$ cat src/rtl/tlp_trace_pkg.sv
package tlp_trace_pkg;
  localparam int CFG_W      = 36;
  localparam int FILT_VAL_W = 16;
  localparam int MODE_BIT   = 19;
  localparam int TYPE_LSB   = 20;
  localparam int TYPE_W     = 8;
  localparam int DIR_LSB    = 28;
  localparam int FMT_LSB    = 32;
  localparam int CODE_W     = 4;
  localparam int NUM_CLS    = 4;

  typedef enum logic [1:0] {
    CLS_POSTED  = 2'd0,
    CLS_NONPOST = 2'd1,
    CLS_CPL_A   = 2'd2,
    CLS_CPL_B   = 2'd3
  } hdrClass_e;

  // strobes from config control to match datapath
  typedef struct packed {
    logic                  portMode;
    logic [FILT_VAL_W-1:0] filtVal;
    logic [NUM_CLS-1:0]    inEn;
    logic [NUM_CLS-1:0]    outEn;
    logic                  block;
  } gateCtl_t;
endpackage

$ cat src/rtl/trace_cfg_ctrl.sv
module trace_cfg_ctrl
  import tlp_trace_pkg::*;
(
  input  logic [CFG_W-1:0] cfgWord,
  output gateCtl_t         ctl,
  output logic             cfgBad
);
  logic [TYPE_W-1:0]  typeFld;
  logic [CODE_W-1:0]  dirFld;
  logic [CODE_W-1:0]  fmtFld;
  logic [NUM_CLS-1:0] inSet;
  logic               outAll;
  logic               codeBad;
  logic               multiType;
  logic [NUM_CLS-1:0] inEnV;
  logic [NUM_CLS-1:0] outEnV;
  logic               unusedBits;

  assign typeFld    = cfgWord[TYPE_LSB +: TYPE_W];
  assign dirFld     = cfgWord[DIR_LSB +: CODE_W];
  assign fmtFld     = cfgWord[FMT_LSB +: CODE_W];
  assign unusedBits = ^{cfgWord[MODE_BIT-1:FILT_VAL_W], typeFld[TYPE_W-1:3]};

  // direction table: inSet bit index is the class code
  always_comb begin
    inSet   = '0;
    outAll  = 1'b0;
    codeBad = 1'b0;
    unique case (fmtFld)
      4'd0: begin
        unique case (dirFld)
          4'd0: inSet = 4'b1111;
          4'd1: outAll = 1'b1;
          4'd2: begin outAll = 1'b1; inSet = 4'b1011; end
          4'd3: begin outAll = 1'b1; inSet = 4'b0100; end
          default: codeBad = 1'b1;
        endcase
      end
      4'd1: begin
        unique case (dirFld)
          4'd1: outAll = 1'b1;
          4'd2: inSet = 4'b1011;
          4'd3: inSet = 4'b0100;
          default: codeBad = 1'b1;
        endcase
      end
      default: codeBad = 1'b1;
    endcase
  end

  assign multiType = outAll && ($countones(typeFld[2:0]) > 1);
  assign cfgBad    = codeBad | multiType;

  // per-class enable: completions A and B share type bit 2
  for (genvar c = 0; c < NUM_CLS; c++) begin : g_cls
    localparam int TBIT = (c < 2) ? c : 2;
    assign inEnV[c]  = inSet[c] & typeFld[TBIT];
    assign outEnV[c] = outAll   & typeFld[TBIT];
  end

  always_comb begin
    ctl.portMode = cfgWord[MODE_BIT];
    ctl.filtVal  = cfgWord[FILT_VAL_W-1:0];
    ctl.inEn     = inEnV;
    ctl.outEn    = outEnV;
    ctl.block    = cfgBad;
  end
endmodule

$ cat src/rtl/trace_match_dp.sv
module trace_match_dp
  import tlp_trace_pkg::*;
#(
  parameter int PORT_CNT   = 16,
  parameter int PORT_IDX_W = 4
) (
  input  logic                  clk,
  input  logic                  rstN,
  input  gateCtl_t              ctl,
  input  logic                  hdrValid,
  input  logic [FILT_VAL_W-1:0] hdrReqId,
  input  logic [PORT_IDX_W-1:0] hdrPort,
  input  logic [1:0]            hdrClass,
  input  logic                  hdrOutbound,
  output logic                  capture
);
  logic [PORT_CNT-1:0] portMask;
  logic                selHit;
  logic                classOk;
  logic                hitNext;

  assign portMask = ctl.filtVal[PORT_CNT-1:0];
  assign selHit   = ctl.portMode ? portMask[hdrPort] : (hdrReqId == ctl.filtVal);
  assign classOk  = hdrOutbound ? ctl.outEn[hdrClass] : ctl.inEn[hdrClass];
  assign hitNext  = hdrValid & ~ctl.block & selHit & classOk;

  always_ff @(posedge clk or negedge rstN) begin
    if (!rstN) capture <= 1'b0;
    else       capture <= hitNext;
  end
endmodule

$ cat src/rtl/tlp_trace_gate.sv
module tlp_trace_gate
  import tlp_trace_pkg::*;
#(
  parameter int PORT_CNT   = 16,
  localparam int PORT_IDX_W = $clog2(PORT_CNT)
) (
  input  logic                  clk,
  input  logic                  rstN,
  input  logic [CFG_W-1:0]      cfg,
  input  logic                  hdrValid,
  input  logic [FILT_VAL_W-1:0] hdrReqId,
  input  logic [PORT_IDX_W-1:0] hdrPort,
  input  logic [1:0]            hdrClass,
  input  logic                  hdrOutbound,
  output logic                  capture,
  output logic                  configError
);
  // PORT_CNT must not exceed the 16-bit filter mask
  gateCtl_t ctl;

  trace_cfg_ctrl u_ctrl (
    .cfgWord (cfg),
    .ctl     (ctl),
    .cfgBad  (configError)
  );

  trace_match_dp #(
    .PORT_CNT   (PORT_CNT),
    .PORT_IDX_W (PORT_IDX_W)
  ) u_dp (
    .clk         (clk),
    .rstN        (rstN),
    .ctl         (ctl),
    .hdrValid    (hdrValid),
    .hdrReqId    (hdrReqId),
    .hdrPort     (hdrPort),
    .hdrClass    (hdrClass),
    .hdrOutbound (hdrOutbound),
    .capture     (capture)
  );
endmodule

$ cat config.mk
export PLATFORM = sky130hd
export DESIGN_NAME = tlp_trace_gate
export DESIGN_NICKNAME = d
export VERILOG_FILES = /design/src/rtl/tlp_trace_pkg.sv /design/src/rtl/trace_cfg_ctrl.sv /design/src/rtl/trace_match_dp.sv /design/src/rtl/tlp_trace_gate.sv
export SDC_FILE = /design/constraint.sdc
export NUM_CORES = 1
export LEC_CHECK = 0
export BUFFER_PORTS_ARGS = -buffer_cell sky130_fd_sc_hd__buf_2
export CAP_MARGIN = 10
export CORE_MARGIN = 2
export CORE_UTILIZATION = 31
export CTS_CLUSTER_DIAMETER = 50
export CTS_CLUSTER_SIZE = 16
export DETAILED_ROUTE_END_ITERATION = 10
export PLACE_DENSITY = 0.8
export SKIP_LAST_GASP = 1
export SLEW_MARGIN = 20
export SYNTH_ARGS = -nofsm -noshare
export SYNTH_HDL_FRONTEND = slang
export SYNTH_SLANG_ARGS = --single-unit
$ cat constraint.sdc
create_clock -name clk -period 1.2 [get_ports clk]
set_input_delay 0.12 -clock clk [delete_from_list [all_inputs] [get_ports clk]]
set_output_delay 0.12 -clock clk [all_outputs]
set_load 0.005 [all_outputs]
==> impl_metrics.csv <==
group,metric,value,unit
yosys,synth_nets,122,
worst_setup_path,worstSetupStartpointType,"input port",
floorplan,initial_core_util,33.1,%
layout,num-fill-cells,121,
global_route,grt-ovfl-total,0,
layout,multi_input_area,524,um^2
yosys,synth_xor_area_share,28.1,%
worst_setup_path,end_kind,"flop",
yosys,netlist_area,499,um^2
placement,dpl-instance-area,877,um^2
route,drtAntennaViolNets,0,
sta,setup_viol,2,
yosys,ys.flop_type,"dfrtp_1",
layout,num_antenna_cells,0,
route,wire_per_inst,11.5,um
clock_network,path_clk_slew,0,ns
yosys,synth_top_family_by_area,"XOR/XNOR gates",
route,drtIter0Drc,2,
route,avgViaCountPerCell,5.16,
yosys,synth-simple-area-share,20.8,%
worst_setup_path,cpMaxStageDelayCell,"or4_4",
power_and_ir_drop,pwr_density_cell,350,mW/mm^2
sta,timing.hold.ws,0.396,ns
yosys,yosysSeqAreaShare,5.01,%
global_route,grt_pass1_wl,2.58,mm
placement,dpl.hpwl,1.46,mm
sta,maxSlewViolCount,0,
worst_setup_path,cp_num_buf_inv,1,
layout,syn_to_final_growth,94.5,%
power_and_ir_drop,combPwrFrac,89.9,%
layout,nNetsFinal,191,
power_and_ir_drop,ir_drop,0.000165,V
floorplan,io_pins,64,
route,first_pass_iters,2,
placement,gp_congestion,0.790,
yosys,synth_edf_count,0,
yosys,syn_area_per_cell,8.46,um^2
worst_setup_path,crit_path_max_fanout,1,
yosys,synth_cell_types,28,
worst_setup_path,critPathKind,"in -> reg",
yosys,synth_seq_cells,1,
sta,slew_headroom,68.9,%
layout,drive_gt1_share,63.5,%
floorplan,placementRows,14,
worst_hold_path,hold_class,"in -> reg",
layout,largestRegisters,"u_dp.capture (1)",
power_and_ir_drop,switching_power,125,uW
yosys,synthAdderAreaFrac,2.51,%
yosys,yosysWarningCount,0,
sta,worst_slack,-0.316,ns
outcome,status,"finished, violations left",
power_and_ir_drop,clock_power_share,0,%
power_and_ir_drop,p_int,215,uW
floorplan,core,0.00151,mm^2
global_route,antenna_found_initial,0,
floorplan,die_area,0.00195,mm^2
worst_setup_path,cp_slowest_stage_delay,0.43,ns
route,drt_wl_total,1.63,mm
route,drc,0,
sta,tightest_slew,0.455,ns
placement,io_buffers,55,
yosys,postSynth.asyncResetShare,100,%
floorplan,die_y,44.1,um
layout,final_design_area_no_fill,971,um^2
yosys,ys_top_cells_by_count,"12 x xor2_1, 5 x nor2_1, 4 x xnor2_1",
global_route,grt_pass1_vias,699,
layout,seq_area,25.0,um^2
sta,finalHoldViolCount,0,
worst_setup_path,cp_data_arrival_time,1.42,ns
global_route,grt_max_degree,7,
yosys,syn_inst,59,
worst_setup_path,critical_path.top_delay_family,"simple AND/OR/NAND/NOR gates",
yosys,synth_top_area_share,21.1,%
sta,fmax,0.659,GHz
global_route,track_usage,16.9,%
sta,min_period,1.52,ns
worst_setup_path,cp_data_required_time,1.10,ns
power_and_ir_drop,netSwitchingFraction,36.8,%
power_and_ir_drop,p_leak,0.000470,uW
layout,top_register,"u_dp.capture",
worst_setup_path,cp_cell_sequence,"buf_2, xor2_1, nor4_1, nand3_1, or4_4, a311oi_2",
floorplan,die_w,44.1,um
power_and_ir_drop,seqPwrFrac,10.1,%
yosys,synth_compound_area_share,19.3,%
layout,largest_reg_flops,1,
route,route.vias.total,733,
outcome,violations,"negative setup slack",
clock_network,cts_setup_buffers,0,
yosys,netlist.top_cell.by_area,"xor2_1",
sta,fin_tns_setup,-0.358,ns
sta,rsz0062_at_grt,"true",
yosys,synth_mux_area_share,22.8,%
sta,post-route-period-util,126,%
job,maxCapViolCount,0,
yosys,synthTopCellsByArea,"xor2_1 21%, mux4_2 9.0%, xnor2_1 7.0%",
yosys,post-synth-top-count-cell,"xor2_1",
==> metal layers <==
layer  wire [um]  vias to the layer above  global-route usage, %  share of wire [%]
met2         851                       42                   36.2                 52
met3         150                        0                      0                9.2
met4           0                        0                   2.42                  0
met5           0                        -                      0                  0
met1         627                      326                   18.2                 38
li1            -                      365                      -                  -
==> placed cells by master (no fill, tap or decap), types with 2 or more instances in the layout <==
| cell type | instances |
|---|---|
| buf_6 | 5 |
| buf_2 | 52 |
| inv_1 | 2 |
| nand4_1 | 2 |
| nor2b_1 | 2 |
| nand3_1 | 2 |
| a31oi_1 | 2 |
| mux4_2 | 2 |
| buf_4 | 9 |
| or4_4 | 2 |
| nor3_1 | 2 |
| xnor2_1 | 4 |
| xor2_1 | 12 |
| nor4_1 | 2 |
| nor2_1 | 4 |
| mux2_2 | 2 |
| mux2i_1 | 2 |
==> cells by family (layout without fill, tap and decap cells) <==
family | Yosys count | after routing
flops | 1 | 1
compound gates | 13 | 13
buf+inv | 2 | 69
mux | 7 | 7
simple gates | 19 | 19
xor+xnor | 16 | 16
fa+ha+maj | 1 | 1
==> power groups by stage <==
stage               combinational, uW  sequential [uW]  clock, uW
global placement                  258             34.4          0
floorplan                         108             34.4          0
global route                      335             34.4          0
detailed placement                266             34.4          0
CTS                               296             34.4          0
finish                            305             34.4          0
==> through the flow <==
step	instances	utilization, %	setup WS [ns]	total power (uW)
after floorplan	59	-	-0.128	142
after global placement	141	58.2	-0.311	292
after detailed placement	141	58.2	-0.360	300
after CTS	142	63.0	-0.354	331
after global routing	142	64.5	-0.395	369
final	142	64.5	-0.316	340
==> what timing repair did <==
action	in CTS	in global routing
hold buffers	1	0
pin swaps	7	7
cloned	0	0
hold endpoints to repair	1	0
gates resized for setup	13	4
endpoints found under the setup margin	2	2
==> final timing paths <==
kind	startpoint	end	slack [ns]	cells past startpoint
max in group asynchronous	rstN	u_dp.capture	0.68	2
min in group asynchronous	rstN	u_dp.capture	0.43	2
min	hdrValid	u_dp.capture	0.40	3
max	hdrReqId[7]	u_dp.capture	-0.32	6
==> cell type report <==
cell class                 instances  share of cell area [%]
timing repair buffer              67                    40.6
tap                               16                    2.06
sequential                         1                    2.58
inverter                           2                   0.773
multi-input combinational         56                    54.0
No activity file was read; power rests on OpenSTA's default activity.
